### config.mk
export PLATFORM = sky130hd
export DESIGN_NAME = lat_prio_regulator
export DESIGN_NICKNAME = d
export VERILOG_FILES = /design/src/rtl/lpr_pkg.sv /design/src/rtl/lpr_stamp_fifo.sv /design/src/rtl/lpr_lat_meter.sv /design/src/rtl/lpr_prio_ctrl.sv /design/src/rtl/lat_prio_regulator.sv
export SDC_FILE = /design/constraint.sdc
export NUM_CORES = 1
export LEC_CHECK = 0
export ABC_AREA = 1
export BUFFER_PORTS_ARGS = -buffer_cell sky130_fd_sc_hd__buf_2
export CORE_MARGIN = 5
export CORE_UTILIZATION = 40
export DETAILED_ROUTE_END_ITERATION = 7
export SLEW_MARGIN = 30
export SYNTH_ARGS = -nofsm -noshare
export SYNTH_HDL_FRONTEND = slang
export SYNTH_SLANG_ARGS = --single-unit
### constraint.sdc
create_clock -name clk -period 3.2 [get_ports clk]
set_input_delay 0 -clock clk [delete_from_list [all_inputs] [get_ports clk]]
set_output_delay 0 -clock clk [all_outputs]
set_load 0.005 [all_outputs]
### src/rtl/lpr_pkg.sv
package lpr_pkg;

   typedef enum logic [1:0] {
      LPR_HOLD  = 2'b00,
      LPR_RAISE = 2'b01,
      LPR_LOWER = 2'b10
   } lpr_dir_e;

endpackage

### src/rtl/lpr_stamp_fifo.sv
module lpr_stamp_fifo #(
   parameter int DEPTH = 8,
   parameter int W     = 16,
   localparam int AW   = (DEPTH > 1) ? $clog2(DEPTH) : 1,
   localparam int CW   = $clog2(DEPTH + 1)
) (
   input  logic          clk,
   input  logic          rst_n,
   input  logic          clr,
   input  logic          push,
   input  logic          pop,
   input  logic [W-1:0]  din,
   output logic [W-1:0]  dout,
   output logic [CW-1:0] occ,
   output logic          full
);

   logic [CW-1:0] occ_q;
   logic          do_push;

   assign full    = (occ_q == CW'(DEPTH));
   assign do_push = push && (!full || pop);
   assign occ     = occ_q;

   always_ff @(posedge clk or negedge rst_n) begin
      if (!rst_n) begin
         occ_q <= '0;
      end else if (clr) begin
         occ_q <= '0;
      end else begin
         case ({do_push, pop})
            2'b10:   occ_q <= occ_q + 1'b1;
            2'b01:   occ_q <= occ_q - 1'b1;
            default: occ_q <= occ_q;
         endcase
      end
   end

   generate
      if (DEPTH == 1) begin : g_single
         logic [W-1:0] slot_q;
         always_ff @(posedge clk) begin
            if (do_push) slot_q <= din;
         end
         assign dout = slot_q;
      end else begin : g_ring
         logic [W-1:0]  mem [DEPTH];
         logic [AW-1:0] wr_q, rd_q;

         function automatic logic [AW-1:0] nxt(input logic [AW-1:0] p);
            return (p == AW'(DEPTH - 1)) ? '0 : p + 1'b1;
         endfunction

         always_ff @(posedge clk or negedge rst_n) begin
            if (!rst_n) begin
               wr_q <= '0;
               rd_q <= '0;
            end else if (clr) begin
               wr_q <= '0;
               rd_q <= '0;
            end else begin
               if (do_push) wr_q <= nxt(wr_q);
               if (pop)     rd_q <= nxt(rd_q);
            end
         end

         always_ff @(posedge clk) begin
            if (do_push) mem[wr_q] <= din;
         end

         assign dout = mem[rd_q];
      end
   endgenerate

endmodule

### src/rtl/lpr_lat_meter.sv
module lpr_lat_meter #(
   parameter int W = 16
) (
   input  logic         clk,
   input  logic         rst_n,
   input  logic [W-1:0] stamp_i,
   output logic [W-1:0] now_o,
   output logic [W-1:0] lat_o
);

   logic [W-1:0] cnt_q;

   always_ff @(posedge clk or negedge rst_n) begin
      if (!rst_n) cnt_q <= '0;
      else        cnt_q <= cnt_q + 1'b1;
   end

   assign now_o = cnt_q;
   // modulo difference stays correct while latency < 2**W
   assign lat_o = cnt_q - stamp_i;

endmodule

### src/rtl/lpr_prio_ctrl.sv
module lpr_prio_ctrl
   import lpr_pkg::*;
#(
   parameter int PW = 4,
   parameter int W  = 16
) (
   input  logic          clk,
   input  logic          rst_n,
   input  logic          clr,
   input  logic          fire,
   input  logic [W-1:0]  lat,
   input  logic [W-1:0]  target,
   input  logic [PW-1:0] step,
   output logic [PW-1:0] prio_o
);

   localparam logic [PW-1:0] PMAX = '1;

   logic [PW-1:0] prio_q, up_v, dn_v;
   logic [PW:0]   sum;
   lpr_dir_e      dir;

   always_comb begin
      if (lat > target)      dir = LPR_RAISE;
      else if (lat < target) dir = LPR_LOWER;
      else                   dir = LPR_HOLD;
   end

   assign sum  = {1'b0, prio_q} + {1'b0, step};
   assign up_v = sum[PW] ? PMAX : sum[PW-1:0];
   assign dn_v = (step > prio_q) ? '0 : prio_q - step;

   always_ff @(posedge clk or negedge rst_n) begin
      if (!rst_n) begin
         prio_q <= '0;
      end else if (clr) begin
         prio_q <= '0;
      end else if (fire) begin
         case (dir)
            LPR_RAISE: prio_q <= up_v;
            LPR_LOWER: prio_q <= dn_v;
            default:   prio_q <= prio_q;
         endcase
      end
   end

   assign prio_o = prio_q;

endmodule

### src/rtl/lat_prio_regulator.sv
module lat_prio_regulator #(
   parameter int PRIO_W = 4,
   parameter int LAT_W  = 16,
   parameter int DEPTH  = 8,
   localparam int CW    = $clog2(DEPTH + 1)
) (
   input  logic              clk,
   input  logic              rst_n,
   input  logic              enable,
   input  logic              req_valid,
   input  logic              req_ready,
   input  logic              rsp_valid,
   input  logic              rsp_ready,
   input  logic              rsp_last,
   input  logic [LAT_W-1:0]  cfg_target,
   input  logic [PRIO_W-1:0] cfg_step,
   output logic [PRIO_W-1:0] prio_o
);

   generate
      if (PRIO_W < 1 || PRIO_W > 8) begin : g_bad_pw
         $error("PRIO_W must lie in 1..8");
      end
      if (LAT_W < 2) begin : g_bad_lw
         $error("LAT_W must be at least 2");
      end
      if (DEPTH < 1 || DEPTH > 64) begin : g_bad_depth
         $error("DEPTH must lie in 1..64");
      end
   endgenerate

   logic              push, cmpl, fire, full, clr;
   logic [CW-1:0]     occ;
   logic [LAT_W-1:0]  now, stamp, lat;

   assign clr  = !enable;
   assign push = enable && req_valid && req_ready;
   assign cmpl = enable && rsp_valid && rsp_ready && rsp_last;
   assign fire = cmpl && (occ != '0);

   lpr_lat_meter #(.W(LAT_W)) u_meter (
      .clk     (clk),
      .rst_n   (rst_n),
      .stamp_i (stamp),
      .now_o   (now),
      .lat_o   (lat)
   );

   lpr_stamp_fifo #(.DEPTH(DEPTH), .W(LAT_W)) u_fifo (
      .clk   (clk),
      .rst_n (rst_n),
      .clr   (clr),
      .push  (push),
      .pop   (fire),
      .din   (now),
      .dout  (stamp),
      .occ   (occ),
      .full  (full)
   );

   lpr_prio_ctrl #(.PW(PRIO_W), .W(LAT_W)) u_ctrl (
      .clk    (clk),
      .rst_n  (rst_n),
      .clr    (clr),
      .fire   (fire),
      .lat    (lat),
      .target (cfg_target),
      .step   (cfg_step),
      .prio_o (prio_o)
   );

endmodule

==> impl_metrics.ini <==
[grt]
grt_max_degree = 31
grt_usage_pct = 17.65
antenna_found_initial = 0
first_global_vias = 5783
grt_pass1_wl_mm = 30.42
overflow = 0

[yosys]
async_flop_share_pct = 18.99
synth-main-ff-cell = edfxtp_1
synth_common_cells = 128 x edfxtp_1, 105 x nand2_1, 103 x nor2_1, 73 x o21ai_0, 62 x inv_1
yosysMostFrequentCell = edfxtp_1
syn_inst = 752
synth_fp_nets = 831
synthTopCellsByArea = edfxtp_1 49%, dfrtp_1 9.5%, ha_1 7.5%
synthDistinctLibCells = 35
synth-edff-count = 128
synth_area_um2 = 7878
synth_top_cell_by_area = edfxtp_1
yosys_register_bits = 158
yosysWarnings = 0
syn_area_per_cell_um2 = 10.48
yosysTopAreaCellShare_pct = 48.79
ys_seq_area_share_pct = 58.32

[worst_setup_path]
arrival_ps = 4010
cp.required_ps = 3520
worstSetupStartpointType = flop
r2r_setup_slack_ps = -490
path_class = flop to flop
worstPathMaxFanout = 7
r2r_start = u_fifo.g_ring.rd_q[0]$_DFFE_PN0P_
startpoint = u_fifo.g_ring.rd_q[0]$_DFFE_PN0P_
cp-end-kind = flop

[sta]
hold_violations = 0
setup_viol = 4
relSlewSlack_pct = 45.07
fin_crit_sh_pct = 115.4
fin_crit_ps = 3692
tns_ps = -1837
final.setup.worst_slack_ps = -491.6
drv_slew = 0
max_freq_ghz = 0.2709
rsz0062_at_grt = yes
skew_ps = 12.37
worst_pin_slew_ps = 823.9

[layout]
finalNetCount = 977
drive_gt1_share_pct = 30.74
multiInputGateArea_um2 = 3328
synthToLayoutAreaGrowth_pct = 31.81
seqCellArea_um2 = 4596
diodes = 0
final-instance-count-excl-fill = 1176
fillers = 1685

[clocking]
cts-root-buf = clkbuf_16
clk_path_buf_depth = 2
numCtsBuffers = 17
cts.reportedPaths.clkPinSlew_ps = 70
htreeDepth = 4
cts.sinks = 158
clock_latency_ps = 430
tritoncts = yes

[worst_hold_path]
hp-class = primary input to flop
min_from = cfg_step[0]

[floorplan]
die_area_um2 = 22600
die_width_um = 150.3
ios = 32
dieHeight_um = 150.3
core_um2 = 19400
initial_core_util_pct = 40.61
num_rows = 51

[route]
viasPerCell = 5.037
wl_mm = 19.64
vias = 5923
drc_errors = 0
wire_per_inst_um = 16.70
first_pass_iters = 5
first_iter_violations = 479
ant_nets = 0

[power]
p_per_area_nw_per_um2 = 484.9
ir_drop_mv = 0.3555
power.share.switching_pct = 26.43
combPwrFrac_pct = 16.3
power.switching_uw = 1331
power.leakage_uw = 0.004506
clockPowerShare_pct = 39.2
seqPwrFrac_pct = 44.6
internal_power_uw = 3705

[run_status]
violations = setup timing
status = finished, violations left

[place]
gp_congestion = 0.8730
place_ws_ps = -458.9
numPlacedInstances = 1119
post-dp-hpwl_mm = 12.58
port_buffers = 31

[job]
max_cap_violations = 0
metrics by stage:
stage / area [µm²] / hold WS (ps) / utilization [%] / total power [µW]
floorplan: 7934 / -295.6 / - / 2677
global placement: 9071 / 133.3 / 46.76 / 2910
detailed placement: 9071 / 139.9 / 46.76 / 2919
CTS: 9952 / 18.44 / 51.30 / 4958
global route: 10380 / 94.64 / 53.53 / 5251
finish: 10380 / 35.11 / 53.53 / 5035
path summary, 6_finish.rpt:
path                                                          end  cells after the start
max in group asynchronous       u_fifo.g_ring.rd_q[0]$_DFFE_PN0P_                      2
worst max register to register       u_ctrl.prio_o[3]$_DFFE_PN0P_                     24
worst min register to register         u_meter.now_o[0]$_DFF_PN0_                      1
worst min-delay path                 u_ctrl.prio_o[0]$_DFFE_PN0P_                      5
worst max-delay path                 u_ctrl.prio_o[3]$_DFFE_PN0P_                     24
min in group asynchronous       u_fifo.g_ring.wr_q[0]$_DFFE_PN0P_                      2
flip-flops by register name (all words and copies together), names as in the netlist:
register / cells
u_ctrl.prio_o: 4
u_fifo.occ: 4
u_meter.now_o: 16
u_fifo.g_ring.wr_q: 3
u_fifo.g_ring.rd_q: 3
u_fifo.g_ring.mem: 128
kinds of logic after synthesis:
group           after synthesis  share of synthesized area, %
simple gates                264                         14.09
compound gates              162                         11.56
buf+inv                      90                         4.542
xor+xnor                     27                         3.002
fa+ha+maj                    51                         8.482
flops                       158                         58.32
area by class of cell:
cell class,count,area share [%]
timing repair inverter,1,0.06025
inverter,66,2.458
sequential,158,44.26
tap,265,3.193
timing repair buffer,150,12.39
multi-input combinational,504,32.05
clock inverter,15,1.494
clock buffer,17,4.097
power groups by stage:
| stage | Sequential [µW] | Clock (µW) | Combinational [µW] |
|---|---|---|---|
| 3_3_place_gp | 2290 | 0 | 625 |
| 3_5_place_dp | 2290 | 0 | 633 |
| 5_1_grt | 2250 | 2100 | 908 |
| 6_report | 2240 | 1970 | 819 |
| 4_1_cts | 2240 | 2000 | 709 |
| 2_1_floorplan | 2280 | 0 | 395 |
layout by cell type, fill, tap and decap left out, types with 3 or more instances in the layout:
| master | n |
|---|---|
| edfxtp_1 | 128 |
| nor2_1 | 96 |
| buf_4 | 93 |
| nand2_1 | 89 |
| inv_1 | 59 |
| o21ai_0 | 55 |
| ha_1 | 39 |
| buf_2 | 31 |
| dfrtp_1 | 29 |
| o21ai_1 | 25 |
| nand3_1 | 20 |
| clkbuf_16 | 19 |
| xor2_1 | 17 |
| o21ai_2 | 15 |
| a21oi_1 | 14 |
| o22ai_1 | 13 |
| o221ai_1 | 13 |
| nand2_2 | 13 |
| a21oi_2 | 11 |
| xnor2_1 | 10 |
| buf_6 | 10 |
| nor2_2 | 9 |
| nand3_2 | 9 |
| buf_12 | 9 |
| nand4_1 | 7 |
| nand2_4 | 7 |
| inv_2 | 6 |
| inv_6 | 6 |
| nor3_1 | 4 |
| a21o_1 | 4 |
| ha_2 | 4 |
| ha_4 | 4 |
| clkinvlp_4 | 4 |
| o22ai_2 | 3 |
| nor2_4 | 3 |
| a21oi_4 | 3 |
| fa_1 | 3 |
| clkinv_4 | 3 |
routing by layer:
layer	wire, µm	track usage [%]
met1	8937	24.30
met3	979	3.612
met2	9420	28.35
met4	297	5.215
met5	0	0
worst max-delay path, cell delays in order (launching register included):
cell	delay [ps]
dfrtp_2	510
buf_12	190
buf_8	130
buf_6	110
o21ai_2	140
o22ai_1	100
o21ai_1	220
ha_1	300
a21o_1	190
buf_4	130
buf_4	120
a31oi_2	150
xnor2_1	160
ha_1	270
a21oi_1	130
nor2_1	50
nor2_1	120
nand2_2	80
nand2_4	110
buf_6	110
nand3_2	60
nand2_1	70
inv_1	50
nand2_1	50
nand2_1	40
repair_timing:
item                       CTS  global route
gates cloned                 3             3
hold buffers                 2             0
pin swaps                   18            70
buffers inserted             8            11
hold endpoints to repair    37             0
gates resized for setup     40            85
setup endpoints to repair    4             4
Power figures use the tool's default switching activity.
